**src/rtl/fracn_pkg.sv**
```systemverilog
package fracn_pkg;
   localparam int FRAC_BITS = 5;
   localparam int FRAC_MOD  = 1 << FRAC_BITS;

   // integer ratio of the chain for a given prescaler modulus and counts
   function automatic int base_ratio(input int p, input int b, input int a);
      return p * b + a;
   endfunction
endpackage

```
**src/rtl/fracn_accum.sv**
```systemverilog
module fracn_accum #(
   parameter int W = 5
) (
   input  logic         clk,
   input  logic         rst,
   input  logic         step,
   input  logic [W-1:0] incr,
   output logic         carry_o
);
   logic [W-1:0] acc_q;
   logic [W:0]   sum;

   assign sum     = {1'b0, acc_q} + {1'b0, incr};
   assign carry_o = sum[W];

   always_ff @(posedge clk) begin
      if (rst)       acc_q <= '0;
      else if (step) acc_q <= sum[W-1:0];
   end
endmodule

```
**src/rtl/fracn_prescaler.sv**
```systemverilog
module fracn_prescaler #(
   parameter int PRE_P = 8
) (
   input  logic clk,
   input  logic rst,
   input  logic restart,
   input  logic hi_sel,
   output logic end_o
);
   localparam int PC_W = $clog2(PRE_P + 1);
   logic [PC_W-1:0] pc_q;

   assign end_o = (pc_q == '0);

   always_ff @(posedge clk) begin
      if (rst)          pc_q <= '0;
      else if (restart) pc_q <= hi_sel ? PC_W'(PRE_P) : PC_W'(PRE_P - 1);
      else              pc_q <= pc_q - 1'b1;
   end
endmodule

```
**src/rtl/fracn_swallow.sv**
```systemverilog
module fracn_swallow #(
   parameter int B_W = 6,
   parameter int A_W = 4
) (
   input  logic           clk,
   input  logic           rst,
   input  logic           load,
   input  logic           pre_end,
   input  logic [B_W-1:0] b_ld,
   input  logic [A_W:0]   a_eff,
   output logic           term_o,
   output logic           hi_next_o
);
   logic [B_W-1:0] bc_q;
   logic [A_W:0]   ac_q;

   assign term_o    = pre_end && (bc_q == B_W'(1));
   assign hi_next_o = load ? (a_eff != '0) : (ac_q > (A_W+1)'(1));

   always_ff @(posedge clk) begin
      if (rst) begin
         bc_q <= '0;
         ac_q <= '0;
      end else if (load) begin
         bc_q <= b_ld;
         ac_q <= a_eff;
      end else if (pre_end) begin
         bc_q <= bc_q - 1'b1;
         ac_q <= (ac_q != '0) ? ac_q - 1'b1 : '0;
      end
   end
endmodule

```
**src/rtl/fracn_fb_divider.sv**
```systemverilog
module fracn_fb_divider #(
   parameter int PRE_P     = 8,
   parameter int B_W       = 6,
   parameter int A_W       = 4,
   parameter int FRAC_W    = fracn_pkg::FRAC_BITS,
   parameter bit PULSE_REG = 1'b1
) (
   input  logic              clk,
   input  logic              rst,
   input  logic [B_W-1:0]    main_ld,
   input  logic [A_W-1:0]    swallow_ld,
   input  logic [FRAC_W-1:0] frac_step,
   output logic              fb_pulse
);
   if (PRE_P < 2) begin : g_bad_p
      $error("PRE_P must be at least 2");
   end
   if (A_W > B_W) begin : g_bad_w
      $error("A_W must not exceed B_W");
   end

   logic         start_q;
   logic         load;
   logic         term;
   logic         carry;
   logic         pre_end;
   logic         hi_next;
   logic [A_W:0] a_eff;

   always_ff @(posedge clk) begin
      if (rst) start_q <= 1'b1;
      else     start_q <= 1'b0;
   end

   assign load  = start_q | term;
   assign a_eff = {1'b0, swallow_ld} + {{A_W{1'b0}}, carry};

   fracn_accum #(.W(FRAC_W)) u_acc (
      .clk(clk), .rst(rst), .step(load), .incr(frac_step), .carry_o(carry)
   );

   fracn_prescaler #(.PRE_P(PRE_P)) u_pre (
      .clk(clk), .rst(rst), .restart(load | pre_end), .hi_sel(hi_next),
      .end_o(pre_end)
   );

   fracn_swallow #(.B_W(B_W), .A_W(A_W)) u_cnt (
      .clk(clk), .rst(rst), .load(load), .pre_end(pre_end), .b_ld(main_ld),
      .a_eff(a_eff), .term_o(term), .hi_next_o(hi_next)
   );

   if (PULSE_REG) begin : g_pulse_reg
      logic pulse_q;
      always_ff @(posedge clk) begin
         if (rst) pulse_q <= 1'b0;
         else     pulse_q <= term;
      end
      assign fb_pulse = pulse_q;
   end else begin : g_pulse_comb
      assign fb_pulse = term & ~rst;
   end
endmodule

```
**config.mk**
```make
export PLATFORM = sky130hd
export DESIGN_NAME = fracn_fb_divider
export DESIGN_NICKNAME = d
export VERILOG_FILES = /design/src/rtl/fracn_pkg.sv /design/src/rtl/fracn_accum.sv /design/src/rtl/fracn_prescaler.sv /design/src/rtl/fracn_swallow.sv /design/src/rtl/fracn_fb_divider.sv
export SDC_FILE = /design/constraint.sdc
export NUM_CORES = 1
export LEC_CHECK = 0
export ABC_AREA = 0
export CORE_ASPECT_RATIO = 1.5
export CORE_MARGIN = 1
export CORE_UTILIZATION = 59
export CTS_CLUSTER_SIZE = 28
export DETAILED_ROUTE_END_ITERATION = 12
export PLACE_DENSITY = 0.95
export REMOVE_ABC_BUFFERS = 1
export SLEW_MARGIN = 20
export SYNTH_ARGS = -nofsm -noshare
export SYNTH_HDL_FRONTEND = slang
export SYNTH_SLANG_ARGS = --single-unit
export TNS_END_PERCENT = 50
```
**constraint.sdc**
```tcl
create_clock -name clk -period 4.34 [get_ports clk]
set_clock_uncertainty 0.05 [all_clocks]
set_input_delay 0.868 -clock clk [delete_from_list [all_inputs] [get_ports clk]]
set_output_delay 0.868 -clock clk [all_outputs]
set_load 0.02 [all_outputs]
```
## Yosys cells after proc, flatten, opt, wreduce, memory -nomap -nowiden

Cells that the tools add are included.

| word-level totals | value |
|---|---|
| logic and storage cells | 29 |
| flip-flop bits (word level) | 22 |
| ROM bits | 0 |
| output and inout port bits | 1 |
| memories | 0 |
| latch bits | 0 |
| bits in writable memories | 0 |

| operators by class | value |
|---|---|
| bitwise operators | 2 |
| magnitude comparators | 1 |
| shift operators | 0 |
| div/mod/pow operators | 0 |
| reduce and logical (&&, ||, !) cells | 5 |
| equality and inequality tests | 1 |
| multiply operators | 0 |
| multiplexer cells | 9 |
| $add $sub $neg | 5 |

Operators by type and width:

| cell | count |
|---|---|
| $mux W5 | 3 |
| $mux W6 | 2 |
| $reduce_bool A5 Y1 | 2 |
| $mux W4 | 2 |
| $add A5 B5 Y6 | 1 |
| $eq A6 B1 Y1 const B | 1 |
| $sub A6 B1 Y6 const B | 1 |
| $add A4 B1 Y5 | 1 |
| $gt A5 B1 Y1 const B | 1 |
| $sub A5 B1 Y5 const B | 1 |
| $logic_not A4 Y1 | 1 |
| $sub A4 B1 Y4 const B | 1 |
| $mux W1 | 2 |
| $or A1 B1 Y1 | 2 |
| $reduce_bool A2 Y1 | 1 |
| $logic_and A1 B1 Y1 | 1 |

## Logic depth before layout (Yosys ltp)

Gate-level depths: netlist of run 1.

| logic depth | value |
|---|---|
| word-level depth | 6 |
| depth in mapped cells | 11 |

## Modules after synthesis

Synthesis of run 1 repeated with hierarchy kept, for this count alone.

| unflattened totals | value |
|---|---|
| cells, all modules | 148 |
| area, all modules | 1332.5 um^2 |

By module, submodules not included:

| module | area an instance (um^2) | cells an instance | sequential area each (um^2) | times used |
|---|---|---|---|---|
| fracn_swallow | 689.4 | 81 | 220.2 | 1 |
| fracn_accum | 357.8 | 38 | 100.1 | 1 |
| fracn_prescaler | 172.7 | 18 | 80.1 | 1 |
| fracn_fb_divider | 112.6 | 11 | 40.0 | 1 |

## Worst setup path after synthesis of run 1

No wires, ideal clock.

| timing | value |
|---|---|
| kind | in2reg |
| from | in frac_step[2] |
| to | reg u_pre.pc_q[2] |
| arrival time | 2.783 ns |
| required time | 4.195 ns |
| cell stages on the path | 9 |
| setup slack | 1.411 ns |
| buffers on the path | 0 |
| cell sequence | ha_1 > a21oi_1 > a21boi_0 > o21ai_0 > nand2b_1 > ha_1 > or3_1 > or4_4 > o311ai_1 |

| on the way | value |
|---|---|
| word-level cells in the longest chain between the ends | 6 |

Ends and longest elaborated chain:

| what | RTL line | RTL |
|---|---|---|
| start, declared | fracn_fb_divider.sv:12 | `input logic [FRAC_W-1:0] frac_step,` |
| $add A5 B5 Y6 | fracn_accum.sv:13 | `assign sum = {1'b0, acc_q} + {1'b0, incr};` |
| $add A4 B1 Y5 | fracn_fb_divider.sv:36 | `assign a_eff = {1'b0, swallow_ld} + {{A_W{1'b0}}, carry};` |
| $reduce_bool A5 Y1 | fracn_swallow.sv:18 | `assign hi_next_o = load ? (a_eff != '0) : (ac_q > (A_W+1)'(1));` |
| $mux W1 | fracn_swallow.sv:18 |  |
| $mux W4 (2 in a row) | fracn_prescaler.sv:17 | `else if (restart) pc_q <= hi_sel ? PC_W'(PRE_P) : PC_W'(PRE_P - 1);` |
| end signal, assigned | fracn_prescaler.sv:17 |  |
| end signal, assigned | fracn_prescaler.sv:18 | `else pc_q <= pc_q - 1'b1;` |
| end, declared | fracn_prescaler.sv:11 | `logic [PC_W-1:0] pc_q;` |

Every way passes these cells.
A chain may end at the register's enable or synchronous reset.

## Worst setup path after layout of run 1

| timing | value |
|---|---|
| from | in frac_step[2] |
| to | reg u_pre.pc_q[0] |

The elaborated chain is that of the path after synthesis.

==> qor.csv, run 1 <==
metric;value;unit
status;completed;
clockRootBuffer;clkbuf_4;
row_count;21;
dp.cells;212;
p_leak;0.000648;uW
synth_compound_area_frac;0.220;
max-slew-margin-rel;0.316;
cts_hold_buffers;0;
cp-end-kind;register;
period_needed;3160;ps
worst_pin_slew;1020;ps
grt_max_degree;17;
via_per_inst;6.55;
hold_slack;432;ps
post-cts-setup-buffers;0;
yosysSeqAreaShare;0.303;
synth-seq-cells;22;
fmax;0.317;GHz
clk_latency;330;ps
clk_path_buf_depth;2;
synth_area;1450;sq um
synthAdderAreaFrac;0.117;
die_w;42.5;um
area_delta_synth_final;14.1;%
io_buffers;17;
gp_congestion;0.892;
critPathArrivalTime;3360;ps
synthSimpleGateAreaFrac;0.280;
place_hpwl;2.61;mm
cts-htree-levels;1;
antenna_found_initial;0;
synth_top_family_by_area;simple AND/OR/NAND/NOR gates;
critPathKind;in2reg;
core-area;2290;sq um
slew_violations;0;
dieArea;2670;sq um
finalSetupTns;0;ps
vdd_drop_max;249;uV
layout_common_cells;dfxtp_1 (22), nor2_1 (18), clkdlybuf4s50_1 (17);
grt_usage;0.277;
post_cts_resized;0;
netlist_instances;179;
ys.flop_type;dfxtp_1;
setup_viol;0;
antenna_left;0;
layout.cells.non_filler;216;
diodes;0;
start_util;0.635;
critical_path.max_fanout;4;
r2r_slack;1700;ps
critPathLaunchType;primary input;
power_density;444;nW/um^2
async_flop_share;0;
hold_viol;0;
synth.avg_cell_area;8.11;sq um
drive_gt1_frac;0.0518;
worstPathRequired;4540;ps
wl_per_cell;15.9;um
grt_pass1_wl;5.74;mm
route.detailed.drc;0;
via_count;1415;
cts_tree;built;
dr.pass1.iters;4;
grt_pass1_vias;1415;
dieHeight;62.7;um
clk_pin_slew;130;ps
maxCapViolCount;0;
layout_commonest_cell;dfxtp_1;
synth_xor_area_frac;0.0241;
final_nets;224;
holdCritPathClass;reg2reg;
clock_sinks;22;
synth_cell_types;45;
synth_edf_count;0;
muxShareOfSynthArea;0;
pin_count;18;
drtIter0Drc;44;
rsz0062_at_grt;false;
cts_buffers;3;
fin_crit_sh;0.728;
wl;3.43;mm
synth_warnings;0;
grt_overflow_total;0;
final_util;0.724;
==> worst paths after layout <==
check,startpoint,endpoint,cells past startpoint
setup reg to reg,u_pre.pc_q[0],u_pre.pc_q[0],6
hold reg to reg,u_acc.acc_q[0],u_acc.acc_q[0],2
hold / removal,u_acc.acc_q[0],u_acc.acc_q[0],2
setup / recovery,frac_step[2],u_pre.pc_q[0],12
==> cell usage after synthesis (3+ instances only) <==
cell,n,area share
dfxtp_1,22,0.30
nor2_1,18,0.047
a21oi_1,14,0.048
nand2_1,14,0.036
ha_1,12,0.10
inv_1,11,0.028
nand3_1,9,0.031
nand2b_1,6,0.026
nor3_1,5,0.017
o21ai_0,5,0.017
a211oi_1,4,0.021
a31oi_1,4,0.017
buf_2,4,0.014
clkbuf_1,3,0.0078
nand3b_1,3,0.016
nand4_1,3,0.013
nor2b_1,3,0.013
o311ai_1,3,0.018
or3_1,3,0.013
xnor2_1,3,0.018
==> worst max-delay path, cell delays in order <==
cell and delay, ps:
clkdlybuf4s50_1 400, ha_1 330, a21oi_1 90, a21boi_0 230, o21ai_0 100, nand2b_1 70, ha_1 190, ha_1 220
and2_1 170, a21oi_1 90, or4_4 500, o311ai_1 100
==> cell families after synthesis <==
kind of cell	Yosys count
simple gates	75
compound gates	46
flops	22
buf+inv	19
fa+ha+maj	13
xor+xnor	4
==> area by class of cell <==
class	count	area, sq um
multi-input cells	138	931
fillers	167	631
flip-flops and latches	22	440
repair buffers	18	178
inverters	11	41.3
clock buffers	4	36.3
well taps	23	28.8
==> sequential cells by signal, indices dropped and copies added (netlist names) <==
| name | cells |
|---|---|
| u_cnt.bc_q | 6 |
| u_acc.acc_q | 5 |
| u_cnt.ac_q | 5 |
| u_pre.pc_q | 4 |
| fb_pulse | 1 |
| start_q | 1 |
==> per-layer routing <==
layer  routed length [um]  vias up  track usage
li1                     -      686            -
met1                 1280      653        0.268
met4                  178        0        0.199
met2                 1790       57        0.504
met5                    0        -            0
met3                  177       19       0.0434
==> through the flow <==
step / area (sq um) / total power [uW] / setup slack [ps]
2_1_floorplan: 1410 / 523 / 1410
3_3_place_gp: 1620 / 591 / 924
3_5_place_dp: 1620 / 612 / 833
4_1_cts: 1660 / 731 / 1190
5_1_grt: 1660 / 784 / 906
6_report: 1660 / 735 / 1180
==> power breakdown <==
part	switching (uW)	internal [uW]	leakage (uW)
clock	69.3	51.6	0.0000210
combinational	187	147	0.000444
sequential	39.2	240	0.000182
total	296	439	0.000648
Power figures use the tool's default switching activity.
==> inputs of run 2 (changes only) <==
- CORE_UTILIZATION: 59 -> 55
- PLACE_DENSITY: 0.95 -> 0.91
- clock period: 4.34 -> 3.31 ns (I/O delays scaled with it)
==> run 2 against run 1 <==
Against the previous run:
- wire length up 2.0%
- register-to-register slack got worse by 1000 ps
- total power increased by 42%
- non-clock buffer count is 3 higher
- clock power up 76%
- sequential cell count is the same
- cell area rose by 2.6%
- setup slack got worse by 930 ps
- combinational power up 38%
- critical endpoint is now u_pre.pc_q[1]
- largest power group unchanged
==> qor.csv, run 2 (same netlist as run 1, synthesis figures left out) <==
metric;value;unit;change
status;completed;;
largest-register;u_cnt.bc_q;;
reg2reg_to;u_pre.pc_q[1];;
grt_overflow_total;0;;unchanged
use_met3;0.0251;;-0.0183
place_hpwl;2.69;mm;+3.1%
crit-reg2reg-launch;u_acc.acc_q[2];;
fmax;0.327;GHz;
cp_cell_sequence;clkdlybuf4s50_1 > ha_1 > nand3_1 > a21boi_0 > o21ai_0 > nand2b_1 > ha_1 > ha_1 > and2_1 > a21oi_1 > or4_4 > o311ai_1;;
r2r_slack;650;ps;-1050 ps
power.switching;396;uW;+34%
route.detailed.drc;0;;unchanged
row_count;22;;+4.8%
hp-start;u_acc.acc_q[2];;
antenna_found_initial;0;;unchanged
fill_cells;206;;+23%
path_delay_family;simple AND/OR/NAND/NOR gates;;
via_per_inst;6.34;;-3.2%
dieHeight;64.9;um;+3.5%
start_util;0.586;;-0.0491
clockPowerShare;0.205;;+0.040
seq_area;440;sq um;unchanged
finalSetupTns;0;ps;unchanged
seq_power_share;0.353;;-0.027
diodes;0;;unchanged
hold_slack;433;ps;+0.835 ps
use_met1;0.313;;+0.0445
max-slew-margin-rel;0.625;;+0.310
dieArea;2850;sq um;+7.0%
rsz0062_at_grt;false;;
post-cts-setup-buffers;0;;unchanged
multi_input_area;935;sq um;+0.40%
fin_crit_sh;0.925;;
gp_congestion;0.850;;-4.7%
grt_pass1_wl;6.02;mm;+4.9%
antenna_left;0;;unchanged
drtIter0Drc;54;;+23%
timing.critical_path.buf_inv;1;;unchanged
cp_slowest_stage_delay;500;ps;about the same
layout_common_cells;dfxtp_1 (22), nor2_1 (18), clkdlybuf4s50_1 (17);;
slew_violations;0;;unchanged
clock_sinks;22;;unchanged
layout.cells.non_filler;220;;+1.9%
largestRegisters;u_cnt.bc_q: 6 flops, u_acc.acc_q: 5 flops, u_cnt.ac_q: 5 flops;;
grt_max_degree;21;;+4
clk_path_buf_depth;2;;unchanged
period_needed;3060;ps;
critPathLaunchType;primary input;;
critical_path.max_fanout;4;;unchanged
cts-htree-levels;1;;unchanged
hold_viol;0;;unchanged
setup_ws;249;ps;-933 ps
die_w;43.9;um;+3.4%
wl_per_cell;15.9;um;+0.13%
vdd_drop_max;422;uV;+69%
worstPathRequired;3480;ps;-1060 ps
setup_viol;0;;unchanged
power_frac_comb;0.442;;-0.013
critPathArrivalTime;3230;ps;-130 ps
cpMaxStageDelayCell;or4_4;;
largest_reg_flops;6;;unchanged
io_buffers;17;;unchanged
pin_count;18;;unchanged
via_count;1395;;-1.4%
clk_pin_slew;140;ps;about the same
swShare;0.381;;-0.0217
worst_pin_slew;561;ps;-461 ps
p_leak;0.000670;uW;+3.4%
area_delta_synth_final;17.1;%;
grt_usage;0.274;;-0.00269
critPathKind;in2reg;;
holdCritPathClass;reg2reg;;
min_path_cells;2;;unchanged
dp.cells;216;;+1.9%
power_density;613;nW/um^2;+38%
cp-end-kind;register;;
holdPathEnd;u_acc.acc_q[2];;
clockRootBuffer;clkbuf_4;;
cp_common_cell;ha_1;;
r2r.worst_path.cells;11;;+5
grt_pass1_vias;1403;;-0.85%
grtUsageMet2;0.509;;+0.00548
grt-busiest-layer;met2;;
layout_commonest_cell;dfxtp_1;;
cts_hold_buffers;0;;unchanged
pre_cts_ws;-116;ps;-949 ps
power;1040;uW;+42%
maxCapViolCount;0;;unchanged
wl;3.50;mm;+2.0%
internal_power;644;uW;+47%
cts_tree;built;;
clk_latency;320;ps;about the same
core-area;2480;sq um;+8.4%
cts_buffers;3;;unchanged
dr.pass1.iters;6;;+2
drive_gt1_frac;0.0714;;+0.0196
final_nets;227;;+1.3%
run 2: cell types whose count changed in the layout (fill, tap and decap cells not counted):
cell / change
clkbuf_8: -1
bufinv_16: +1
buf_4: +3
a21oi_2: +1
a21oi_1: -1
run 2: final cells by class:
cell class                 instances  share of cell area
inverter                          11              0.0243
sequential                        22               0.259
timing repair buffer              21               0.118
clock buffer                       3              0.0133
multi-input combinational        138               0.550
tap                               24              0.0177
clock inverter                     1              0.0177
run 2: metal layers:
layer	routed length, um	part of all wire	vias up
li1	-	-	687
met1	1330	0.38	647
met2	1930	0.55	55
met5	0	0	-
met3	178	0.051	6
met4	59	0.017	0
run 2: through the flow:
stage | util | area [sq um]
after floorplan | - | 1410
after global placement | 0.663 | 1640
after detailed placement | 0.663 | 1640
after CTS | 0.684 | 1700
after global routing | 0.686 | 1700
final | 0.686 | 1700
run 2: worst max-delay path by stage:
stage	cells past startpoint	startpoint	end	slack [ps]
after floorplan	9	frac_step[2]	u_pre.pc_q[2]	590
after global placement	10	frac_step[2]	u_pre.pc_q[1]	80
after detailed placement	12	frac_step[2]	u_pre.pc_q[1]	-120
after CTS	12	frac_step[2]	u_pre.pc_q[1]	220
after global routing	12	frac_step[2]	u_pre.pc_q[1]	40
final	12	frac_step[2]	u_pre.pc_q[1]	250
run 2: power groups by stage:
stage | combinational [uW] | clock (uW) | sequential, uW
after global routing | 510 | 228 | 374
after floorplan | 326 | 0 | 359
after CTS | 455 | 213 | 366
final | 460 | 213 | 367
after detailed placement | 453 | 0 | 371
after global placement | 425 | 0 | 366
run 2: timing repair:
action	4_1_cts	5_1_grt
gates resized for setup	0	1
endpoints found under the hold margin	0	0
endpoints found under the setup margin	0	2
run 2: worst register-to-register path: stages, from the launching register on:
cell,delay (ps)
dfxtp_1,350
ha_1,340
nand3_1,110
a21boi_0,230
o21ai_0,110
nand2b_1,80
ha_1,190
ha_1,220
and2_1,170
a21oi_1,90
or4_4,500
o311ai_1,110
==> inputs of run 3 (changes only) <==
- CORE_UTILIZATION: 55 -> 57
- CTS_BUF_LIST: not set -> sky130_fd_sc_hd__clkbuf_4 sky130_fd_sc_hd__clkbuf_8
- PLACE_DENSITY: 0.91 -> 0.94
- SKIP_CTS_REPAIR_TIMING: not set -> 1
==> run 3 against run 2 <==
Against the previous run:
- total power decreased by 9.2%
- cell area decreased by 2.4%
- sequential power about the same
- wire length increased by 0.69%
- cell count decreased by 0.91%
- critical path depth unchanged
- critical path type unchanged
- largest power group unchanged
==> qor.csv, run 3 (same netlist as run 1, synthesis figures left out) <==
metric;value;unit;change
reg2reg_to;u_pre.pc_q[2];;
core-area;2420;sq um;-2.2%
drive_gt1_frac;0.0567;;-0.0147
final_nets;226;;-0.44%
diodes;0;;unchanged
setup_viol;0;;unchanged
critical_path.max_fanout;4;;unchanged
fmax;0.325;GHz;-0.53%
antenna_left;0;;unchanged
cp_common_cell;ha_1;;
max-slew-margin-rel;0.545;;-0.0807
fin_crit_sh;0.930;;+0.00491
power_density;570;nW/um^2;-7.0%
row_count;22;;unchanged
internal_power;559;uW;-13%
route.detailed.drc;0;;unchanged
crit-reg2reg-launch;u_acc.acc_q[2];;
layout_common_cells;dfxtp_1 (22), nor2_1 (18), clkdlybuf4s50_1 (17);;
dieHeight;63.8;um;-1.7%
clk_latency;320;ps;about the same
grt_pass1_wl;5.86;mm;-2.7%
largest-register;u_cnt.bc_q;;
rsz0062_at_grt;false;;
worst_pin_slew;679;ps;+119 ps
cp_cell_sequence;clkdlybuf4s50_1 > ha_1 > nand3_1 > a21boi_0 > o21ai_0 > nand2b_1 > ha_1 > ha_1 > and2_1 > a21oi_1 > or4_4 > o311ai_1;;
cts_tree;built;;
wl_per_cell;16.1;um;+1.6%
critPathArrivalTime;3250;ps;+20 ps
hold_slack;417;ps;-15.7 ps
dr.pass1.iters;4;;-2
p_leak;0.000650;uW;-2.9%
clockPowerShare;0.132;;-0.073
slew_violations;0;;unchanged
vdd_drop_max;321;uV;-24%
min_path_cells;2;;unchanged
status;completed;;
power.switching;386;uW;-2.7%
clockRootBuffer;clkbuf_4;;
layout_commonest_cell;dfxtp_1;;
period_needed;3080;ps;+16.2 ps
hp-start;u_acc.acc_q[0];;
cp-end-kind;register;;
start_util;0.599;;+0.0133
worstPathRequired;3490;ps;about the same
gp_congestion;0.863;;+1.6%
clk_path_buf_depth;2;;unchanged
hold_viol;0;;unchanged
critPathLaunchType;primary input;;
holdPathEnd;u_acc.acc_q[0];;
wl;3.52;mm;+0.69%
cp_slowest_stage_delay;500;ps;about the same
grt_pass1_vias;1436;;+2.4%
place_hpwl;2.75;mm;+2.3%
r2r.worst_path.cells;11;;unchanged
multi_input_area;931;sq um;-0.40%
fill_cells;203;;-1.5%
grt_overflow_total;0;;unchanged
pin_count;18;;unchanged
via_count;1423;;+2.0%
holdCritPathClass;reg2reg;;
drtIter0Drc;43;;-20%
swShare;0.408;;+0.0272
antenna_found_initial;0;;unchanged
maxCapViolCount;0;;unchanged
dieArea;2760;sq um;-3.4%
io_buffers;17;;unchanged
power_frac_comb;0.479;;+0.037
grt_max_degree;18;;-14%
critPathKind;in2reg;;
cts-htree-levels;1;;unchanged
largest_reg_flops;6;;unchanged
die_w;43.2;um;-1.7%
via_per_inst;6.53;;+2.9%
final_util;0.684;;-0.00146
grt_usage;0.274;;about the same
largestRegisters;u_cnt.bc_q: 6 flops, u_acc.acc_q: 5 flops, u_cnt.ac_q: 5 flops;;
r2r_slack;660;ps;about the same
cpMaxStageDelayCell;or4_4;;
area_delta_synth_final;14.2;%;
cts_buffers;3;;unchanged
seq_power_share;0.389;;+0.036
seq_area;440;sq um;unchanged
clk_pin_slew;120;ps;-20 ps
clock_sinks;22;;unchanged
==> run 3: cell count changes in the layout (fill, tap and decap cells not counted), sizes merged <==
cell / change
bufinv: -1
buf: -1
==> run 3: worst max path at each step <==
stage | start | to | cells past startpoint
2_1_floorplan | frac_step[2] | u_pre.pc_q[2] | 9
3_3_place_gp | frac_step[2] | u_pre.pc_q[2] | 10
4_1_cts | frac_step[2] | u_pre.pc_q[1] | 12
3_5_place_dp | frac_step[2] | u_pre.pc_q[1] | 12
5_1_grt | frac_step[2] | u_pre.pc_q[2] | 12
6_report | frac_step[2] | u_pre.pc_q[2] | 12
==> run 3: power groups by stage <==
stage	registers (uW)	logic (uW)	clock network, uW
after detailed placement	372	448	0
final	368	453	125
after global routing	374	503	143
after global placement	366	424	0
after floorplan	359	326	0
after CTS	366	450	126
==> run 3: area by class of cell <==
class / count / share of cell area
well taps: 24 / 0.0181
inverters: 11 / 0.0249
flip-flops and latches: 22 / 0.266
repair buffers: 20 / 0.116
multi-input cells: 138 / 0.562
clock buffers: 3 / 0.0136
==> run 3: metrics by stage <==
stage          cells  TNS [ps]  worst slack [ps]  instance area [sq um]  power [uW]
2_1_floorplan    171         0               587                   1410         686
3_3_place_gp     215         0              89.2                   1640         790
3_5_place_dp     215      -194             -68.3                   1640         820
4_1_cts          218         0               266                   1660         941
5_1_grt          218         0              72.8                   1660        1020
6_report         218         0               232                   1660         945
==> run 3: critical path, delay by kind of cell <==
kind	cells	cell delay [ps]
buffers and inverters	1	420
adder cells (fa/ha/maj)	3	740
AND/OR/NAND/NOR	4	860
AO/OA/AOI/OAI	4	560
==> run 3: per-layer routing <==
layer	up-vias	GRT usage	part of all wire
li1	686	-	-
met1	668	0.248	0.36
met5	-	0	0
met2	58	0.549	0.56
met3	11	0.0395	0.052
met4	0	0.133	0.026
